[config.mk]
export PLATFORM = sky130hd
export DESIGN_NAME = pipe_hazard_unit
export DESIGN_NICKNAME = d
export VERILOG_FILES = /design/src/rtl/hzd_pkg.sv /design/src/rtl/hzd_match.sv /design/src/rtl/hzd_ex_fwd.sv /design/src/rtl/hzd_id_ctl.sv /design/src/rtl/pipe_hazard_unit.sv
export SDC_FILE = /design/constraint.sdc
export NUM_CORES = 1
export LEC_CHECK = 0
export ABC_CLOCK_PERIOD_IN_PS = 3000
export BUFFER_PORTS_ARGS = -buffer_cell sky130_fd_sc_hd__buf_2
export CAP_MARGIN = 10
export CORE_MARGIN = 8
export CORE_UTILIZATION = 46
export DETAILED_ROUTE_END_ITERATION = 8
export PLACE_DENSITY = 0.93
export SKIP_LAST_GASP = 1
export SYNTH_ARGS = -nofsm -noshare
export SYNTH_HDL_FRONTEND = slang
export SYNTH_HIERARCHICAL = 1
export SYNTH_SLANG_ARGS = --single-unit
[constraint.sdc]
create_clock -name vclk -period 3
set_clock_uncertainty 0.1 [all_clocks]
set_input_delay 0.6 -clock vclk [all_inputs]
set_output_delay 0.6 -clock vclk [all_outputs]
set_load 0.02 [all_outputs]
[src/rtl/hzd_pkg.sv]
`timescale 1ns/1ps
package hzd_pkg;

  // Execute-stage operand source; encodings are visible at the ports.
  typedef enum logic [1:0] {
    FWD_RF  = 2'b00,
    FWD_WB  = 2'b01,
    FWD_MEM = 2'b10
  } fwd_sel_e;

  // Two register sources per instruction.
  localparam int NUM_SRC = 2;

endpackage

[src/rtl/hzd_match.sv]
`timescale 1ns/1ps
// Producer/consumer register match, ignoring register zero.
module hzd_match #(
  parameter int AW = 5
) (
  input  logic [AW-1:0] src,
  input  logic [AW-1:0] dst,
  input  logic          wen,
  output logic          hit
);

  localparam logic [AW-1:0] REG_ZERO = '0;

  always_comb begin
    hit = wen && (dst != REG_ZERO) && (dst == src);
  end

endmodule

[src/rtl/hzd_ex_fwd.sv]
`timescale 1ns/1ps
// Bypass select for one execute-stage operand.
module hzd_ex_fwd
  import hzd_pkg::*;
#(
  parameter int AW = 5
) (
  input  logic [AW-1:0] src,
  input  logic [AW-1:0] mem_rd,
  input  logic          mem_we,
  input  logic [AW-1:0] wb_rd,
  input  logic          wb_we,
  output fwd_sel_e      sel
);

  logic hit_mem;
  logic hit_wb;

  hzd_match #(.AW(AW)) u_mem_hit (
    .src (src),
    .dst (mem_rd),
    .wen (mem_we),
    .hit (hit_mem)
  );

  hzd_match #(.AW(AW)) u_wb_hit (
    .src (src),
    .dst (wb_rd),
    .wen (wb_we),
    .hit (hit_wb)
  );

  // The younger producer wins.
  always_comb begin
    sel = FWD_RF;
    if (hit_mem) begin
      sel = FWD_MEM;
    end else if (hit_wb) begin
      sel = FWD_WB;
    end
  end

endmodule

[src/rtl/hzd_id_ctl.sv]
`timescale 1ns/1ps
// Decode-stage control: comparator bypass, stall detection, flush.
module hzd_id_ctl #(
  parameter int AW = 5,
  parameter int NS = 2
) (
  input  logic [AW-1:0] id_src [NS],
  input  logic [NS-1:0] id_use,
  input  logic          id_is_branch,
  input  logic          id_branch_taken,
  input  logic [AW-1:0] ex_rd,
  input  logic          ex_we,
  input  logic          ex_ld,
  input  logic [AW-1:0] mem_rd,
  input  logic          mem_we,
  input  logic          mem_ld,
  output logic [NS-1:0] id_fwd,
  output logic          stall,
  output logic          flush
);

  logic [NS-1:0] hit_ex;
  logic [NS-1:0] hit_mem;
  logic [NS-1:0] need_ex;
  logic [NS-1:0] need_mem;

  for (genvar s = 0; s < NS; s++) begin : g_src
    hzd_match #(.AW(AW)) u_ex_hit (
      .src (id_src[s]),
      .dst (ex_rd),
      .wen (ex_we),
      .hit (hit_ex[s])
    );

    hzd_match #(.AW(AW)) u_mem_hit (
      .src (id_src[s]),
      .dst (mem_rd),
      .wen (mem_we),
      .hit (hit_mem[s])
    );

    always_comb begin
      need_ex[s]  = id_use[s] && hit_ex[s];
      need_mem[s] = id_use[s] && hit_mem[s];
      // A load's memory-stage register holds an address, not data.
      id_fwd[s]   = hit_mem[s] && !mem_ld;
    end
  end

  logic load_use;
  logic br_on_ex;
  logic br_on_mem_load;

  always_comb begin
    load_use       = ex_ld && (|need_ex);
    br_on_ex       = id_is_branch && (|need_ex);
    br_on_mem_load = id_is_branch && mem_ld && (|need_mem);
    stall          = load_use || br_on_ex || br_on_mem_load;
    // Operands are unreliable while stalling, so no redirect then.
    flush          = id_is_branch && id_branch_taken && !stall;
  end

endmodule

[src/rtl/pipe_hazard_unit.sv]
`timescale 1ns/1ps
module pipe_hazard_unit
  import hzd_pkg::*;
#(
  parameter int AW = 5
) (
  input  logic          clk,
  input  logic          rst_n,
  input  logic [AW-1:0] id_rs,
  input  logic [AW-1:0] id_rt,
  input  logic          id_use_rs,
  input  logic          id_use_rt,
  input  logic          id_is_branch,
  input  logic          id_branch_taken,
  input  logic [AW-1:0] ex_rs,
  input  logic [AW-1:0] ex_rt,
  input  logic [AW-1:0] ex_rd,
  input  logic          ex_reg_write,
  input  logic          ex_mem_read,
  input  logic [AW-1:0] mem_rd,
  input  logic          mem_reg_write,
  input  logic          mem_mem_read,
  input  logic [AW-1:0] wb_rd,
  input  logic          wb_reg_write,
  output logic [1:0]    ex_fwd_a,
  output logic [1:0]    ex_fwd_b,
  output logic          id_fwd_a,
  output logic          id_fwd_b,
  output logic          pc_hold,
  output logic          idex_bubble,
  output logic          ifid_flush
);

  localparam int NS = NUM_SRC;

  logic [AW-1:0] ex_src [NS];
  logic [AW-1:0] id_src [NS];
  logic [NS-1:0] id_use;
  fwd_sel_e      ex_sel [NS];
  logic [NS-1:0] id_fwd;
  logic          stall;
  logic          flush;

  always_comb begin
    ex_src[0] = ex_rs;
    ex_src[1] = ex_rt;
    id_src[0] = id_rs;
    id_src[1] = id_rt;
    id_use    = {id_use_rt, id_use_rs};
  end

  for (genvar s = 0; s < NS; s++) begin : g_ex_op
    hzd_ex_fwd #(.AW(AW)) u_fwd (
      .src    (ex_src[s]),
      .mem_rd (mem_rd),
      .mem_we (mem_reg_write),
      .wb_rd  (wb_rd),
      .wb_we  (wb_reg_write),
      .sel    (ex_sel[s])
    );
  end

  hzd_id_ctl #(.AW(AW), .NS(NS)) u_id_ctl (
    .id_src          (id_src),
    .id_use          (id_use),
    .id_is_branch    (id_is_branch),
    .id_branch_taken (id_branch_taken),
    .ex_rd           (ex_rd),
    .ex_we           (ex_reg_write),
    .ex_ld           (ex_mem_read),
    .mem_rd          (mem_rd),
    .mem_we          (mem_reg_write),
    .mem_ld          (mem_mem_read),
    .id_fwd          (id_fwd),
    .stall           (stall),
    .flush           (flush)
  );

  always_comb begin
    ex_fwd_a    = ex_sel[0];
    ex_fwd_b    = ex_sel[1];
    id_fwd_a    = id_fwd[0];
    id_fwd_b    = id_fwd[1];
    pc_hold     = stall;
    idex_bubble = stall;
    ifid_flush  = flush;
  end

endmodule

==> flow_metrics.tcl, run 1 <==
set metrics [dict create \
    status "complete, no violations" \
    maxCapViolations 0 \
    regArea_sq_um 0 \
    holdBufCountCts 0 \
    detail-route-antenna-nets 0 \
    critical_path_arrival_ns 2.05 \
    setup_viol 0 \
    grt_pass1_wl_um 3960 \
    io_pins 55 \
    ys_seq_area_frac 0 \
    fin_nets 191 \
    seq_cells 0 \
    ir_worst_vdd_mv 0.0732 \
    drc_errors 0 \
    synth.net_count 139 \
    hp-start "mem_mem_read" \
    place_ws_ns 0.244 \
    grt_use_met1 0.166 \
    start_kind "primary input" \
    clkbuf_count 0 \
    critical_path_class "in2out" \
    layout-drive-gt1-share 0.448 \
    slew-limit-headroom 0.834 \
    synth_top_area_frac 0.294 \
    worstPathRequired_ns 2.30 \
    worst_slack_ns 0.254 \
    antenna_found_initial 0 \
    port_buffers 53 \
    postSynthCellCount 93 \
    die_w_um 55.4 \
    start_util 0.480 \
    hold_viol_final 0 \
    grt_use_met3 0.0571 \
    hpwlAfterDp_um 2070 \
    grt_pass1_vias 955 \
    max_slew.worst_pin.slew_ns 0.247 \
    p_leak_nw 0.454 \
    antenna_cells 0 \
    vias_per_cell 5.42 \
    rows 14 \
    wl_per_cell_um 14.5 \
    rsz0062_at_grt "false" \
    synth_top_area_cell "xor2_1" \
    stdcell_area_sq_um 977 \
    syn2layout_area_growth_pct 36.8 \
    cp_max_fo 8 \
    grt_use_met2 0.236 \
    grt_max_degree 9 \
    dr_total_vias 861 \
    yosysMostFrequentCell "xor2_1" \
    dr.pass1.iters 4 \
    synthesis.area_sq_um 714 \
    cts_setup_buffers 0 \
    gr-total-overflow 0 \
    final_max_slew_viol_count 0 \
    setup_tns_ns 0 \
    min_delay_path_depth 3 \
    min_period_ns 2.75 \
    holdCritPathClass "in2out" \
    power_density_nw_per_um2 121 \
    dieArea_sq_um 3070 \
    synth_area_leaders "xor2_1, nor4_2, and4_1" \
    startpoint "mem_rd[0]" \
    drt-initial-drc-count 6 \
    max_freq_mhz 364 \
    gp_congestion 0.734 \
    dpl_cell_area_sq_um 977 \
    ys_warn_count 6 \
    wl_um 2310 \
    syn_avg_cell_area_sq_um 7.68 \
    ctsResizeCount 0 \
    period_share 0.915 \
    yosysUniqueCellTypes 16 \
    dieHeight_um 55.4 \
    end_kind "primary output" \
    worst_hold_path.endpoint "id_fwd_b" \
    top_usage_layer "met2" \
    core_sq_um 1490 \
    grt_use_total 0.141 \
]
## how the worst max path moves through the flow
| stage | slack [ns] | to |
|---|---|---|
| floorplan | 0.45 | pc_hold |
| global placement | 0.30 | ifid_flush |
| detailed placement | 0.24 | ifid_flush |
| CTS | 0.24 | ifid_flush |
| global route | 0.17 | ifid_flush |
| finish | 0.25 | ifid_flush |
## stage by stage
step,hold slack [ns],utilization,std cells,total power [mW]
detailed placement,1.40,0.656,159,0.118
CTS,1.40,0.656,159,0.119
finish,1.40,0.656,159,0.118
global route,1.42,0.656,159,0.131
global placement,1.39,0.656,159,0.111
floorplan,1.18,-,93,0.0527
## cell families after synthesis
group,after synthesis,synth area share
XOR/XNOR,32,0.392
buffers and inverters,3,0.0315
AO/OA/AOI/OAI,12,0.0998
AND/OR/NAND/NOR,46,0.476
## power breakdown
group          internal [mW]  switching, mW
clock network              0              0
registers                  0              0
logic                 0.0553         0.0626
total                 0.0553         0.0626
## critical path, cell delays in order
cell and delay [ns]:
buf_2 0.17, nor4_2 0.27, o21ai_1 0.10, and4_1 0.19, a22o_1 0.25, a21oi_2 0.15
and3_1 0.16, buf_2 0.16
## layout make-up
cell class	instances	area (sq um)
fill	141	512
multi-input combinational	90	692
tap	16	20.0
timing repair buffer	53	265
## routing by layer
layer	routed length [um]	part of all wire
met1	1020	0.44
met4	35	0.015
met3	287	0.12
met2	965	0.42
met5	0	0
## cells in the final DEF (no fill, tap or decap)
master,count
buf_2,53
xor2_1,24
nor4_2,8
or2_0,8
nand2_1,8
o21ai_1,8
xnor2_1,8
nor3_1,8
and4_1,8
nor2b_4,2
a22o_1,2
nor2b_1,2
a21oi_2,1
a21oi_1,1
nor2_1,1
and3_1,1
(Power assumes the default switching activity.)
==> inputs of run 2 (changes only) <==
--- a/config.mk
+++ b/config.mk
@@ -5,13 +5,14 @@
 export SDC_FILE = /design/constraint.sdc
 export NUM_CORES = 1
 export LEC_CHECK = 0
-export ABC_CLOCK_PERIOD_IN_PS = 3000
+export ABC_CLOCK_PERIOD_IN_PS = 2230
 export BUFFER_PORTS_ARGS = -buffer_cell sky130_fd_sc_hd__buf_2
 export CAP_MARGIN = 10
 export CORE_MARGIN = 8
-export CORE_UTILIZATION = 46
+export CORE_UTILIZATION = 38
 export DETAILED_ROUTE_END_ITERATION = 8
-export PLACE_DENSITY = 0.93
+export GPL_TIMING_DRIVEN = 1
+export PLACE_DENSITY = 0.82
 export SKIP_LAST_GASP = 1
 export SYNTH_ARGS = -nofsm -noshare
 export SYNTH_HDL_FRONTEND = slang
==> constraint.sdc (replaced) <==
create_clock -name vclk -period 2.23
set_clock_uncertainty 0.1 [all_clocks]
set_input_delay 0.446 -clock vclk [all_inputs]
set_output_delay 0.446 -clock vclk [all_outputs]
set_load 0.02 [all_outputs]
==> flow_metrics.tcl, run 2 (synthesized netlist as in run 1, its figures left out) <==
set metrics [dict create \
    status "complete, but fails checks" \
    violations "negative setup slack" \
    antenna_found_initial 0 \
    p_leak_nw 0.511 \
    gr-total-overflow 0 \
    fillers 155 \
    holdCritPathClass "in2out" \
    min_period_ns 2.32 \
    period_share 1.04 \
    die_w_um 59.4 \
    cp_max_fo 5 \
    io_pins 55 \
    grt_use_total 0.143 \
    fin_nets 199 \
    hold_viol_final 0 \
    antenna_cells 0 \
    drc_errors 0 \
    slew-limit-headroom 0.824 \
    grt_pass1_wl_um 4110 \
    dr_total_vias 883 \
    cp_cell_sequence "buf_2 -> xor2_1 -> nor3_1 -> and4_1 -> a22o_1 -> a21oi_2 -> and3_1 -> buf_6" \
    critical-path-slowest-cell "a22o_1" \
    ir_worst_vdd_mv 0.0811 \
    port_buffers 53 \
    top_usage_layer "met2" \
    detail-route-antenna-nets 0 \
    power_density_nw_per_um2 166 \
    wl_um 2600 \
    vias_per_cell 5.02 \
    grt_use_met3 0.0108 \
    critical_path_class "in2out" \
    dieArea_sq_um 3520 \
    seq_cells 0 \
    layout_commonest_cell "buf_2" \
    max_slew.worst_pin.slew_ns 0.262 \
    grt_pass1_vias 957 \
    grt_max_degree 7 \
    start_util 0.409 \
    core_sq_um 1750 \
    start_kind "primary input" \
    grt_use_met2 0.273 \
    gp_congestion 0.775 \
    hpwlAfterDp_um 2280 \
    worst_slack_ns -0.0885 \
    holdWs_ns 1.10 \
    layout-drive-gt1-share 0.497 \
    rows 15 \
    cts_setup_buffers 0 \
    dieHeight_um 59.4 \
    grt_use_met1 0.163 \
    final_cell_mix "buf_2, xor2_1, buf_4" \
    drt-initial-drc-count 14 \
    end_kind "primary output" \
    final_max_slew_viol_count 0 \
    syn2layout_area_growth_pct 58.3 \
    worst_path_largest_cell_delay_ns 0.22 \
    regArea_sq_um 0 \
    rsz0062_at_grt "true" \
    clkbuf_count 0 \
    wl_per_cell_um 14.8 \
    setup_tns_ns -0.166 \
    critical_path_arrival_ns 1.77 \
    setup_viol 3 \
    dr.pass1.iters 3 \
    worstPathRequired_ns 1.68 \
    holdBufCountCts 0 \
    maxCapViolations 0 \
    max_freq_mhz 431 \
    multi_input_area_sq_um 733 \
]
==> run 2: changes by cell type in the layout (fill, tap and decap cells not counted), sizes merged <==
cell	before	now
buf	53	61
==> run 2: through the flow <==
step | instance area, sq um | util | instances | total power [mW] | setup slack [ns]
2_1_floorplan | 717 | - | 93 | 0.0713 | 0.0836
3_3_place_gp | 1050 | 0.602 | 176 | 0.162 | -0.130
4_1_cts | 1110 | 0.634 | 176 | 0.181 | -0.0556
5_1_grt | 1130 | 0.648 | 176 | 0.205 | -0.174
6_report | 1130 | 0.648 | 176 | 0.188 | -0.0885
3_5_place_dp | 1050 | 0.602 | 176 | 0.170 | -0.172
==> run 2: where the power goes <==
group | total (mW) | switching (mW) | internal (mW)
Combinational | 0.188 | 0.0950 | 0.0931
Clock | 0 | 0 | 0
Sequential | 0 | 0 | 0
==> run 2: layout make-up <==
class	instances	share of cell area
repair buffers	61	0.324
multi-input cells	90	0.648
well taps	25	0.0277
==> run 2: timing repair <==
| action | CTS | global route |
|---|---|---|
| pin swaps | 16 | 5 |
| endpoints found under the hold margin | 0 | 0 |
| setup endpoints to repair | 3 | 4 |
| gates resized for setup | 14 | 5 |
==> run 2: per-layer routing <==
| layer | share of wire | vias up | routed length (um) |
|---|---|---|---|
| met5 | 0 | - | 0 |
| met4 | 0.022 | 0 | 58 |
| met3 | 0.031 | 4 | 80 |
| met2 | 0.54 | 20 | 1400 |
| met1 | 0.41 | 412 | 1060 |
| li1 | - | 447 | - |
==> run 2: path summary, 6_finish.rpt <==
| path | start | to | cells past startpoint |
|---|---|---|---|
| setup / recovery | mem_rd[3] | ifid_flush | 8 |
| hold / removal | mem_mem_read | id_fwd_b | 3 |
==> run 2: critical path, delay by kind of cell <==
| family | cells | cell delay [ns] |
|---|---|---|
| xor+xnor | 1 | 0.18 |
| buf+inv | 2 | 0.29 |
| simple gates | 3 | 0.49 |
| compound gates | 2 | 0.37 |
